$ cat config.mk
export PLATFORM = sky130hd
export DESIGN_NAME = gpio_irq_detect
export DESIGN_NICKNAME = d
export VERILOG_FILES = /design/src/rtl/gpio_irq_detect.sv
export SDC_FILE = /design/constraint.sdc
export NUM_CORES = 1
export LEC_CHECK = 0
export CAP_MARGIN = 30
export CORE_ASPECT_RATIO = 0.5
export CORE_UTILIZATION = 30
export DETAILED_ROUTE_END_ITERATION = 8
export DONT_BUFFER_PORTS = 1
export PLACE_DENSITY = 0.43
export SYNTH_ARGS = -nofsm -noshare
export SYNTH_HDL_FRONTEND = slang
export SYNTH_SLANG_ARGS = --single-unit
$ cat constraint.sdc
create_clock -name clk -period 1.8 [get_ports clk]
set_input_delay 0.36 -clock clk [delete_from_list [all_inputs] [get_ports clk]]
set_output_delay 0.36 -clock clk [all_outputs]
set_load 0.02 [all_outputs]
$ cat src/rtl/gpio_irq_detect.sv
module gpio_irq_detect #(
  parameter int NPINS = 32,
  parameter int AW    = 8
) (
  input  logic             clk,
  input  logic             rst_n,
  input  logic [NPINS-1:0] pin_i,
  input  logic [AW-1:0]    addr_i,
  input  logic             wr_i,
  input  logic [NPINS-1:0] wdata_i,
  output logic [NPINS-1:0] rdata_o,
  output logic             irq_o
);

  localparam logic [AW-1:0] OFS_EN    = AW'(8'h20);
  localparam logic [AW-1:0] OFS_RAW   = AW'(8'h24);
  localparam logic [AW-1:0] OFS_MSKD  = AW'(8'h28);
  localparam logic [AW-1:0] OFS_MASK  = AW'(8'h2C);
  localparam logic [AW-1:0] OFS_CLR   = AW'(8'h30);
  localparam logic [AW-1:0] OFS_SENSE = AW'(8'h34);
  localparam logic [AW-1:0] OFS_DUAL  = AW'(8'h38);
  localparam logic [AW-1:0] OFS_POL   = AW'(8'h3C);

  logic [NPINS-1:0] en_q, mask_q, sense_q, dual_q, pol_q, raw_q;
  logic [NPINS-1:0] sync1_q, sync2_q, last_q;

  logic [NPINS-1:0] rise, fall, edge_hit, level_hit, clr_vec, raw_d, masked;

  assign rise      = sync2_q & ~last_q;
  assign fall      = ~sync2_q & last_q;
  assign edge_hit  = (dual_q & (rise | fall)) | (~dual_q & ((pol_q & fall) | (~pol_q & rise)));
  assign level_hit = sync2_q ^ pol_q;
  assign clr_vec   = (wr_i && addr_i == OFS_CLR) ? wdata_i : '0;

  assign raw_d = (sense_q & en_q & level_hit)
               | (~sense_q & ((raw_q & ~clr_vec) | (en_q & edge_hit)));

  assign masked = raw_q & ~mask_q;
  assign irq_o  = |masked;

  always_ff @(posedge clk or negedge rst_n) begin
    if (!rst_n) begin
      sync1_q <= '0;
      sync2_q <= '0;
      last_q  <= '0;
      raw_q   <= '0;
    end else begin
      sync1_q <= pin_i;
      sync2_q <= sync1_q;
      last_q  <= sync2_q;
      raw_q   <= raw_d;
    end
  end

  always_ff @(posedge clk or negedge rst_n) begin
    if (!rst_n) begin
      en_q    <= '0;
      mask_q  <= '0;
      sense_q <= '0;
      dual_q  <= '0;
      pol_q   <= '0;
    end else if (wr_i) begin
      case (addr_i)
        OFS_EN:    en_q    <= wdata_i;
        OFS_MASK:  mask_q  <= wdata_i;
        OFS_SENSE: sense_q <= wdata_i;
        OFS_DUAL:  dual_q  <= wdata_i;
        OFS_POL:   pol_q   <= wdata_i;
        default: ;
      endcase
    end
  end

  always_comb begin
    case (addr_i)
      OFS_EN:    rdata_o = en_q;
      OFS_RAW:   rdata_o = raw_q;
      OFS_MSKD:  rdata_o = masked;
      OFS_MASK:  rdata_o = mask_q;
      OFS_SENSE: rdata_o = sense_q;
      OFS_DUAL:  rdata_o = dual_q;
      OFS_POL:   rdata_o = pol_q;
      default:   rdata_o = '0;
    endcase
  end

endmodule

==> results of run 1 <==
[placed cells by master (no fill, tap or decap), types with 7 or more instances in the layout]
cell type and instances:
bufinv_16 8, o21ai_0 66, nand2b_4 15, o21ai_2 24
mux2i_1 32, a31o_1 24, inv_1 129, dlygate4sd3_1 64
buf_6 32, xor2_1 24, buf_12 14, clkbuf_16 30
mux2_4 37, nor2b_4 9, a21oi_1 57, dfrtp_1 287
xnor2_1 8, o22ai_2 23, ha_1 64, a22oi_1 25
o22ai_4 9, o21ai_1 17, nand2_1 118, o211ai_1 8
nand3b_1 9, a32o_1 8, mux2_2 159, a22oi_2 7
buf_4 68
[worst min path at each step]
stage / start / endpoint / slack [ns] / cells past startpoint
global route: rst_n / sync2_q[16]$_DFF_PN0_ / -0.53 / 0
finish: rst_n / sync2_q[16]$_DFF_PN0_ / -0.51 / 0
CTS: rst_n / raw_q[29]$_DFF_PN0_ / -0.56 / 0
global placement: rst_n / sync1_q[16]$_DFF_PN0_ / 0.08 / 0
floorplan: rst_n / dual_q[0]$_DFFE_PN0P_ / 0.06 / 0
detailed placement: rst_n / sync2_q[16]$_DFF_PN0_ / 0.08 / 0
[power by group through the flow]
| stage | Combinational (mW) | Sequential (mW) | Clock, mW |
|---|---|---|---|
| after floorplan | 1.25 | 7.36 | 0 |
| after global placement | 1.88 | 7.42 | 0 |
| after global routing | 2.87 | 7.45 | 7.70 |
| after detailed placement | 1.91 | 7.44 | 0 |
| after CTS | 2.53 | 7.38 | 7.43 |
| final | 2.63 | 7.39 | 7.17 |
[per-stage QoR]
step	hold slack (ns)	setup slack [ns]
after CTS	-0.5564	-0.5813
after global routing	-0.5325	-0.6050
after global placement	0.07539	-0.2903
final	-0.5058	-0.5096
after detailed placement	0.07555	-0.2693
after floorplan	0.06441	-0.06959
[final cells by class]
cell class,instances,area share
Sequential cell,288,0.3886
Tap cell,638,0.04304
Multi-Input combinational cell,790,0.3837
Timing Repair Buffer,178,0.09659
Clock buffer,38,0.04479
Inverter,131,0.02651
Antenna cell,3,0.0004047
Clock inverter,17,0.01632
[cell families (layout without fill, tap and decap cells)]
| kind of cell | count (synthesis) | after routing | share of synthesized area |
|---|---|---|---|
| flops | 288 | 288 | 0.5012 |
| compound gates | 280 | 280 | 0.1177 |
| mux | 238 | 238 | 0.1908 |
| buf+inv | 189 | 364 | 0.05638 |
| simple gates | 176 | 176 | 0.05873 |
| fa+ha+maj | 64 | 64 | 0.05569 |
| xor+xnor | 32 | 32 | 0.01949 |
| other cells | 0 | 3 | 0 |
[routing by layer]
layer  track usage  vias up  wire (µm)  part of all wire
li1              -     4733          -                 -
met1        0.2109     5057      17950              0.48
met2        0.2584       94      17930              0.48
met3       0.02597       44       1072             0.029
met4       0.03245        0        626             0.017
met5             0        -          0                 0
[repair_timing]
| action | CTS | global route |
|---|---|---|
| gates cloned | 0 | 0 |
| buffers inserted | 17 | 19 |
| endpoints found under the hold margin | 511 | 288 |
| gates resized for setup | 148 | 36 |
| pin swaps | 39 | 47 |
| setup endpoints to repair | 33 | 33 |
[worst max-delay path, cell delays in order (launching register included)]
cell	delay [ns]
dfrtp_1	0.41
nand2b_4	0.11
nand4_1	0.16
nor4_4	0.21
buf_4	0.16
nand4_1	0.15
buf_6	0.18
==> Implementation_results.wiki, run 1 <==
{| class="wikitable"
! Metric !! Value
|-
| Initial standard-cell utilization of the core || 0.3054
|-
| Worst setup path start || raw_q[11]$_DFF_PN0_
|-
| Minimum setup slack in the final design || -0.5096 ns
|-
| Largest net degree at the start of global routing || between 200 and 300
|-
| Average cell area after synthesis || about 11 µm²
|-
| Fraction of registers with async set/reset || 1.000
|-
| Final clock period utilization by the worst path || 1.283
|-
| Sequential share of power || 0.430
|-
| Net Count, Synth || 1,406
|-
| Cell Area, Synth || approximately 0.014 mm²
|-
| Seq/Total Area, Yosys || 0.5012
|-
| Average vias per placed instance || roughly 4.8
|-
| Number of design rule violations left after detail routing || 0
|-
| Clock-pin slew reported for the worst setup and hold paths after clock tree synthesis || around 0.070 ns
|-
| Hold buffer count at CTS || 64
|-
| Synth warn || 0
|-
| Kind of critical path || register to output port
|-
| Post-layout utilization of the core || 0.3939
|-
| Final count of hold timing violations || 288
|-
| Ratio of total power to cell area || between 900 and 1000 mW/mm²
|-
| Number of routed nets with antenna violations || 0
|-
| PnR Total Power || 17.19 mW
|-
| Category of the worst setup path capture point || output port
|-
| Top cells by area, synth || dfrtp_1 (50%), mux2_2 (13%), ha_1 (5.6%)
|-
| Drt first pass iters || 6
|-
| Failing checks || negative hold slack, negative setup slack
|-
| CTS sink cnt || 288
|-
| Routed Wire Length || between 30,000 and 40,000 µm
|-
| Setup-failing EPs final || 33
|-
| Die extent in x || 311.6 µm
|-
| Tmin final || 2.310 ns
|-
| HPWL after detailed placement || between 20,000 and 25,000 µm
|-
| Worst Reg-to-Reg Cells || 6
|-
| Routed wire per std cell || roughly 18 µm
|-
| Layout Skew || 0.01662 ns
|-
| Worst slew pin tran || just over 0.7 ns
|-
| Switching power share of the total || 0.2514
|-
| Area after detailed placement || 0.01591 mm²
|-
| Clock Power Share || 0.417
|-
| Routability Congestion || 0.7865
|-
| Vertical extent of the die || ~160 µm
|-
| Number of enable flip-flop cells after synthesis || 0
|-
| Final-report max-slew violation count || 0
|-
| Setup slack, reg-to-reg || 0.30 ns
|-
| Design area || 0.01855 mm²
|-
| Total internal power || around 13 mW
|-
| Global route total overflow || 0
|-
| Signal arrival time at the worst endpoint || 1.95 ns
|-
| Final layout net count || 1,558
|-
| Number of buffers added by the clock tree synthesis step || 30
|-
| Required time of the critical path || 1.44 ns
|-
| Final worst hold slack || -0.5058 ns
|-
| Vias in the first global route || 10,264
|-
| Net load switching power || 4.320 mW
|-
| Yosys top cell by area || dfrtp_1
|-
| CTS tree || built
|-
| Clk root buf || clkbuf_16
|-
| Post-synth top flop || dfrtp_1
|-
| Number of filler instances in the final layout || 4,524
|-
| Full die area || between 0.04 and 0.05 mm²
|-
| Total negative slack for setup checks || -8.546 ns
|-
| Post-synth top area share || 0.5012
|-
| Result of the run || finished with violations
|-
| List of most frequent post-synthesis cells || dfrtp_1 (288), mux2_2 (166), inv_1 (131)
|-
| Post-synthesis to final-layout area growth || 28.99%
|-
| Static Leak || 8.438 nW
|-
| Count of pins on the block boundary || 108
|-
| Peak supply drop || approximately 0.00066 V
|-
| End point of the critical path || irq_o
|-
| Most repeated cell in the gate-level netlist after synthesis || dfrtp_1
|-
| Combined global-route utilization of all metal layers || 0.1547
|-
| Total area of multi-input combinational cells || 0.007118 mm²
|-
| Finished Layout Cells || 2,083
|-
| Cell total after placement || 1,935
|-
| Setup repair after global routing missed its margin || yes
|-
| First-pass GRT wire length || between 50,000 and 60,000 µm
|-
| Post-synthesis register bit count || about 290
|-
| Sort of element at the start of the critical path || register
|-
| Cells after Synth || 1,267
|-
| Maximum frequency from static timing analysis || 0.4330 GHz
|-
| Number of DRC markers after the initial detailed-route iteration || 570
|-
| Largest driver fanout on the critical path || 2
|-
| Fraction of layout cells with a size suffix above 1 || 0.3315
|-
| Vias || around 9,900
|-
| Number of unique standard cell types used by synthesis || about 40
|-
| Antenna violations before repair || 3
|-
| Total of buffers placed on input and output ports || 0
|-
| Gate power share || 0.153
|-
| Number of H-tree branching levels || 1
|-
| Startpoint of the worst-slack reg-to-reg timing path || sync2_q[23]$_DFF_PN0_
|-
| Floorplan row count || 56
|-
| Area of the core || around 0.047 mm²
|-
| Worst reg2reg endpoint || raw_q[23]$_DFF_PN0_
|-
| Hold/Removal Path Class || input port to async pin
|-
| Worst slew margin relative to its limit || 0.5194
|-
| Longest Clk Path Bufs || 3
|-
| Register cell area after layout || about 0.007 mm²
|-
| Max capacitance violation total || 0
|-
| Clock latency on the worst-skew pair || 0.59 ns
|}
No activity file was read; power rests on OpenSTA's default activity.
==> inputs of run 2 (changes only) <==
--- a/config.mk
+++ b/config.mk
@@ -8,6 +8,7 @@
 export CAP_MARGIN = 30
 export CORE_ASPECT_RATIO = 0.5
 export CORE_UTILIZATION = 30
+export CTS_CLUSTER_SIZE = 16
 export DETAILED_ROUTE_END_ITERATION = 8
 export DONT_BUFFER_PORTS = 1
 export PLACE_DENSITY = 0.43
==> Implementation_results.wiki, run 2 (same netlist as run 1, synthesis figures left out) <==
{| class="wikitable"
! Metric !! Value
|-
| Worst Reg-to-Reg Cells || 6
|-
| Final-report max-slew violation count || 0
|-
| Drt first pass iters || 4
|-
| Cell total after placement || slightly below 2,000
|-
| Total of buffers placed on input and output ports || 0
|-
| Failing checks || negative hold slack, negative setup slack
|-
| Cell breakdown of the critical path || nand2b_4 > nand4_1 > nor4_4 > buf_4 > nand4_1 > buf_6
|-
| PnR Total Power || 16.99 mW
|-
| Combined global-route utilization of all metal layers || 0.1551
|-
| Largest net degree at the start of global routing || 289
|-
| HPWL after detailed placement || 23,260 µm
|-
| Final clock period utilization by the worst path || 1.271
|-
| Setup-failing EPs final || 33
|-
| Result of the run || finished with violations
|-
| Hold/Removal Path Class || input port to async pin
|-
| Commonest non-fill, non-tap cell in the layout || dfrtp_1
|-
| Vias || 9,925
|-
| Global route total overflow || 0
|-
| Finished Layout Cells || 2,081
|-
| Critical-path top delay cell || dfrtp_1
|-
| CTS sink cnt || 288
|-
| Number of DRC markers after the initial detailed-route iteration || 538
|-
| Library cell appearing most often on the critical path || nand4_1
|-
| Number of routed nets with antenna violations || 0
|-
| Final worst hold slack || -0.5063 ns
|-
| Minimum setup slack in the final design || -0.4878 ns
|-
| Final layout net count || 1,556
|-
| Setup repair after global routing missed its margin || yes
|-
| Routability Congestion || between 0.7 and 0.8
|-
| Ratio of total power to cell area || roughly 900 mW/mm²
|-
| CTS tree || built
|-
| First-pass GRT wire length || 59,480 µm
|-
| Kind of critical path || register to output port
|-
| Average vias per placed instance || around 4.8
|-
| Vertical extent of the die || 156.8 µm
|-
| Count of pins on the block boundary || 108
|-
| Required time of the critical path || 1.44 ns
|-
| Category of the worst setup path capture point || output port
|-
| Routed Wire Length || 37,460 µm
|-
| Post-synthesis to final-layout area growth || 28.55%
|-
| Clock latency on the worst-skew pair || 0.58 ns
|-
| Initial standard-cell utilization of the core || 0.3054
|-
| Routed wire per std cell || 18.00 µm
|-
| Largest driver fanout on the critical path || 2
|-
| Peak supply drop || just under 0.0007 V
|-
| Number of H-tree branching levels || 1
|-
| Vias in the first global route || 10,244
|-
| Area of the core || 0.04709 mm²
|-
| Tmin final || 2.288 ns
|-
| Layout Skew || 0.01400 ns
|-
| Maximum frequency from static timing analysis || 0.4371 GHz
|-
| Longest Clk Path Bufs || 3
|-
| Fraction of layout cells with a size suffix above 1 || 0.3289
|-
| Max capacitance violation total || 0
|-
| Clock-pin slew reported for the worst setup and hold paths after clock tree synthesis || 0.07 ns
|-
| Die extent in x || 311.6 µm
|-
| Static Leak || 8.418 nW
|-
| Worst slew margin relative to its limit || 0.3969
|-
| Full die area || 0.04887 mm²
|-
| Worst slew pin tran || 0.9046 ns
|-
| Max incr delay on CP || 0.41 ns
|-
| Antenna violations before repair || 2
|-
| Signal arrival time at the worst endpoint || 1.93 ns
|-
| Number of design rule violations left after detail routing || 0
|-
| Hold buffer count at CTS || 64
|-
| Floorplan row count || 56
|-
| Sort of element at the start of the critical path || register
|-
| Clk root buf || clkbuf_16
|-
| Number of buffers added by the clock tree synthesis step || 30
|-
| Top library cells by usage in the layout, fill and taps aside || dfrtp_1 (287), mux2_2 (159), inv_1 (128)
|-
| Final count of hold timing violations || 288
|}
## run 2: final timing paths
kind                                           to  slack [ns]                   from
min in group clk              raw_q[27]$_DFF_PN0_        0.04            wdata_i[27]
hold / removal              sync2_q[16]$_DFF_PN0_       -0.51                  rst_n
setup / recovery                            irq_o       -0.49    raw_q[11]$_DFF_PN0_
hold reg to reg             sync2_q[16]$_DFF_PN0_        0.35  sync1_q[16]$_DFF_PN0_
setup reg to reg              raw_q[23]$_DFF_PN0_        0.27  sync2_q[23]$_DFF_PN0_
max in group asynchronous  sense_q[1]$_DFFE_PN0P_        1.57                  rst_n
## run 2: stage by stage
stage                     TNS (ns)  utilization  worst slack [ns]  hold WS [ns]  instance area, µm²
after detailed placement   -0.9229       0.3380           -0.2693       0.07555               15910
after CTS                   -10.49       0.3886           -0.5588       -0.5439               18300
after floorplan            -0.6760            -          -0.06959       0.06441               14570
after global routing        -11.15       0.3925           -0.5906       -0.5393               18480
after global placement     -0.8665       0.3380           -0.2903       0.07539               15910
final                       -8.280       0.3926           -0.4878       -0.5063               18490
## run 2: critical path, delay by kind of cell (launching register included)
family	cells	cell delay [ns]
AND/OR/NAND/NOR	4	0.61
flip-flops	1	0.41
buffers and inverters	2	0.33
## run 2: timing repair
action / CTS / global route
hold endpoints to repair: 510 / 288
pin swaps: 42 / 45
setup buffers: 17 / 12
endpoints found under the setup margin: 33 / 33
gates resized for setup: 150 / 32
## run 2: final cells by class
cell class	count	area, µm²
well taps	638	798.3
flip-flops and latches	288	7208
multi-input cells	790	7106
fillers	4535	28600
clock inverters	15	234.0
diodes	2	5.005
inverters	131	491.7
clock buffers	41	873.3
repair buffers	176	1769
## run 2: report_power, final
group          internal [mW]  total, mW  switching [mW]
logic                   1.49       2.61            1.12
clock network           4.25       7.00            2.74
registers               6.96       7.39           0.430
## run 2: layer usage
layer  GRT usage  share of wire  up-vias
li1            -              -     4726
met1      0.2121           0.48     5058
met2      0.2593           0.48       98
met3     0.02505          0.032       43
met4     0.03175          0.017        0
met5           0              0        -
==> inputs of run 3 (changes only) <==
--- a/config.mk
+++ b/config.mk
@@ -6,7 +6,6 @@
 export NUM_CORES = 1
 export LEC_CHECK = 0
 export CAP_MARGIN = 30
-export CORE_ASPECT_RATIO = 0.5
 export CORE_UTILIZATION = 30
 export CTS_CLUSTER_SIZE = 16
 export DETAILED_ROUTE_END_ITERATION = 8
==> Implementation_results.wiki, run 3 (same netlist as run 1, synthesis figures left out) <==
{| class="wikitable"
! Metric !! Value
|-
| Result of the run || finished with violations
|-
| Failing checks || negative hold slack, negative setup slack
|-
| Busiest metal layer after global routing || met2
|-
| Final count of hold timing violations || approximately 290
|-
| First-pass GRT wire length || about 60,000 µm
|-
| Full die area || 0.04881 mm²
|-
| Setup-failing EPs final || 33
|-
| Maximum frequency from static timing analysis || about 0.42 GHz
|-
| Routed Wire Length || 38,720 µm
|-
| Setup repair after global routing missed its margin || yes
|-
| Routed wire per std cell || 18.79 µm
|-
| Global route total overflow || 0
|-
| Die extent in x || 220.9 µm
|-
| Category of the worst setup path capture point || output port
|-
| Grt met2 use || 0.2565
|-
| Clk root buf || clkbuf_16
|-
| HPWL after detailed placement || 23,440 µm
|-
| Largest driver fanout on the critical path || 2
|-
| Antenna violations before repair || 2
|-
| Switching power share of the total || 0.2507
|-
| Clock Power Share || 0.431
|-
| CTS sink cnt || 288
|-
| Hold/Removal Path Class || input port to async pin
|-
| Fraction of layout cells with a size suffix above 1 || 0.3122
|-
| Longest Clk Path Bufs || 3
|-
| Net load switching power || between 4 and 5 mW
|-
| Number of buffers added by the clock tree synthesis step || 37
|-
| Global routing met3 resource utilization || 0.02735
|-
| Floorplan row count || approximately 80
|-
| Sequential share of power || 0.429
|-
| Post-layout utilization of the core || 0.3914
|-
| Top library cells by usage in the layout, fill and taps aside || dfrtp_1 (288), mux2_2 (160), inv_1 (129)
|-
| Final layout net count || 1,566
|-
| Vias || approximately 10,000
|-
| Number of DRC markers after the initial detailed-route iteration || 384
|-
| Kind of critical path || register to output port
|-
| Commonest non-fill, non-tap cell in the layout || dfrtp_1
|-
| Clock-pin slew reported for the worst setup and hold paths after clock tree synthesis || about 0.060 ns
|-
| Number of design rule violations left after detail routing || 0
|-
| Static Leak || 8.449 nW
|-
| Area of the core || 0.04695 mm²
|-
| Required time of the critical path || 1.44 ns
|-
| Minimum setup slack in the final design || -0.5781 ns
|-
| Vertical extent of the die || 220.9 µm
|-
| Largest net degree at the start of global routing || 289
|-
| Number of routed nets with antenna violations || 0
|-
| Worst slew pin tran || 1.025 ns
|-
| Ratio of total power to cell area || 935.0 mW/mm²
|-
| Clock latency on the worst-skew pair || 0.55 ns
|-
| Antenna cells || 0
|-
| Total internal power || 12.87 mW
|-
| Layout Skew || 0.006828 ns
|-
| Sort of element at the start of the critical path || register
|-
| Signal arrival time at the worst endpoint || around 2.0 ns
|-
| Peak supply drop || 0.0005550 V
|-
| Routability Congestion || 0.7370
|-
| CTS tree || built
|-
| Initial standard-cell utilization of the core || 0.3063
|-
| Final clock period utilization by the worst path || 1.321
|-
| Count of pins on the block boundary || 108
|-
| Final worst hold slack || -0.4749 ns
|-
| Gate power share || 0.140
|-
| Worst slew margin relative to its limit || 0.3164
|-
| Number of H-tree branching levels || 2
|-
| Final-report max-slew violation count || 0
|-
| Max capacitance violation total || 0
|-
| Combined global-route utilization of all metal layers || 0.1623
|-
| Drt first pass iters || 4
|-
| GRT met1 Usage || 0.2239
|-
| Post-synthesis to final-layout area growth || 27.79%
|-
| Tmin final || roughly 2.4 ns
|-
| Total negative slack for setup checks || -8.532 ns
|-
| Total of buffers placed on input and output ports || 0
|-
| Hold buffer count at CTS || between 60 and 70
|-
| Average vias per placed instance || a little under 5
|-
| Vias in the first global route || 10,437
|}
## run 3: stage by stage
| step | area, µm² | instances | power, mW | hold WS, ns | worst slack, ns |
|---|---|---|---|---|---|
| final | 18380 | 2061 | 17.18 | -0.4749 | -0.5781 |
| after global routing | 18380 | 2061 | 18.02 | -0.5090 | -0.6912 |
| after CTS | 18290 | 2059 | 17.43 | -0.5282 | -0.6583 |
| after detailed placement | 15990 | 1921 | 9.341 | 0.07568 | -0.3489 |
| after global placement | 15980 | 1920 | 9.306 | 0.07608 | -0.8357 |
| after floorplan | 14570 | 1267 | 8.608 | 0.06441 | -0.06959 |
## run 3: area by class of cell
cell class	instances	area (µm²)
Clock buffer	60	1155
Clock inverter	6	58.81
Fill cell	4491	28570
Inverter	131	491.7
Multi-Input combinational cell	790	6902
Sequential cell	288	7207
Tap cell	607	759.5
Timing Repair Buffer	179	1803
## run 3: layer usage
| layer | vias to the layer above | part of all wire |
|---|---|---|
| met1 | 4996 | 0.47 |
| met4 | 4 | 0.027 |
| li1 | 4741 | - |
| met3 | 66 | 0.039 |
| met2 | 147 | 0.46 |
| met5 | - | 0.00080 |
## run 3: path summary, 6_finish.rpt
| check | from | to | slack, ns | cells after the start |
|---|---|---|---|---|
| hold / removal | rst_n | sync1_q[26]$_DFF_PN0_ | -0.47 | 0 |
| setup / recovery | raw_q[14]$_DFF_PN0_ | irq_o | -0.58 | 6 |
| hold reg to reg | sync1_q[21]$_DFF_PN0_ | sync2_q[21]$_DFF_PN0_ | 0.34 | 0 |
| setup reg to reg | sync2_q[17]$_DFF_PN0_ | raw_q[17]$_DFF_PN0_ | 0.29 | 6 |
| min in group clk | wdata_i[11] | raw_q[11]$_DFF_PN0_ | 0.03 | 2 |
| max in group asynchronous | rst_n | sync2_q[14]$_DFF_PN0_ | 1.44 | 0 |
## run 3: critical path, cell delays in order (launching register included)
cell and delay (ns):
dfrtp_1 0.40, inv_2 0.07, o22ai_1 0.10, a2111oi_2 0.30
buf_2 0.20, nand4_1 0.18, buf_4 0.22
## run 3: power groups by stage
| stage | clock network [mW] | logic [mW] | registers (mW) |
|---|---|---|---|
| after floorplan | 0 | 1.25 | 7.36 |
| after global placement | 0 | 1.90 | 7.41 |
| after detailed placement | 0 | 1.92 | 7.42 |
| after CTS | 7.70 | 2.36 | 7.37 |
| after global routing | 7.93 | 2.63 | 7.45 |
| final | 7.41 | 2.40 | 7.38 |
## run 3: what timing repair did
item | 4_1_cts | 5_1_grt
cloned | 0 | 0
hold endpoints to repair | 502 | 288
resized for setup | 125 | 21
endpoints found under the setup margin | 33 | 33
pin swaps | 41 | 39
setup buffers | 12 | 6
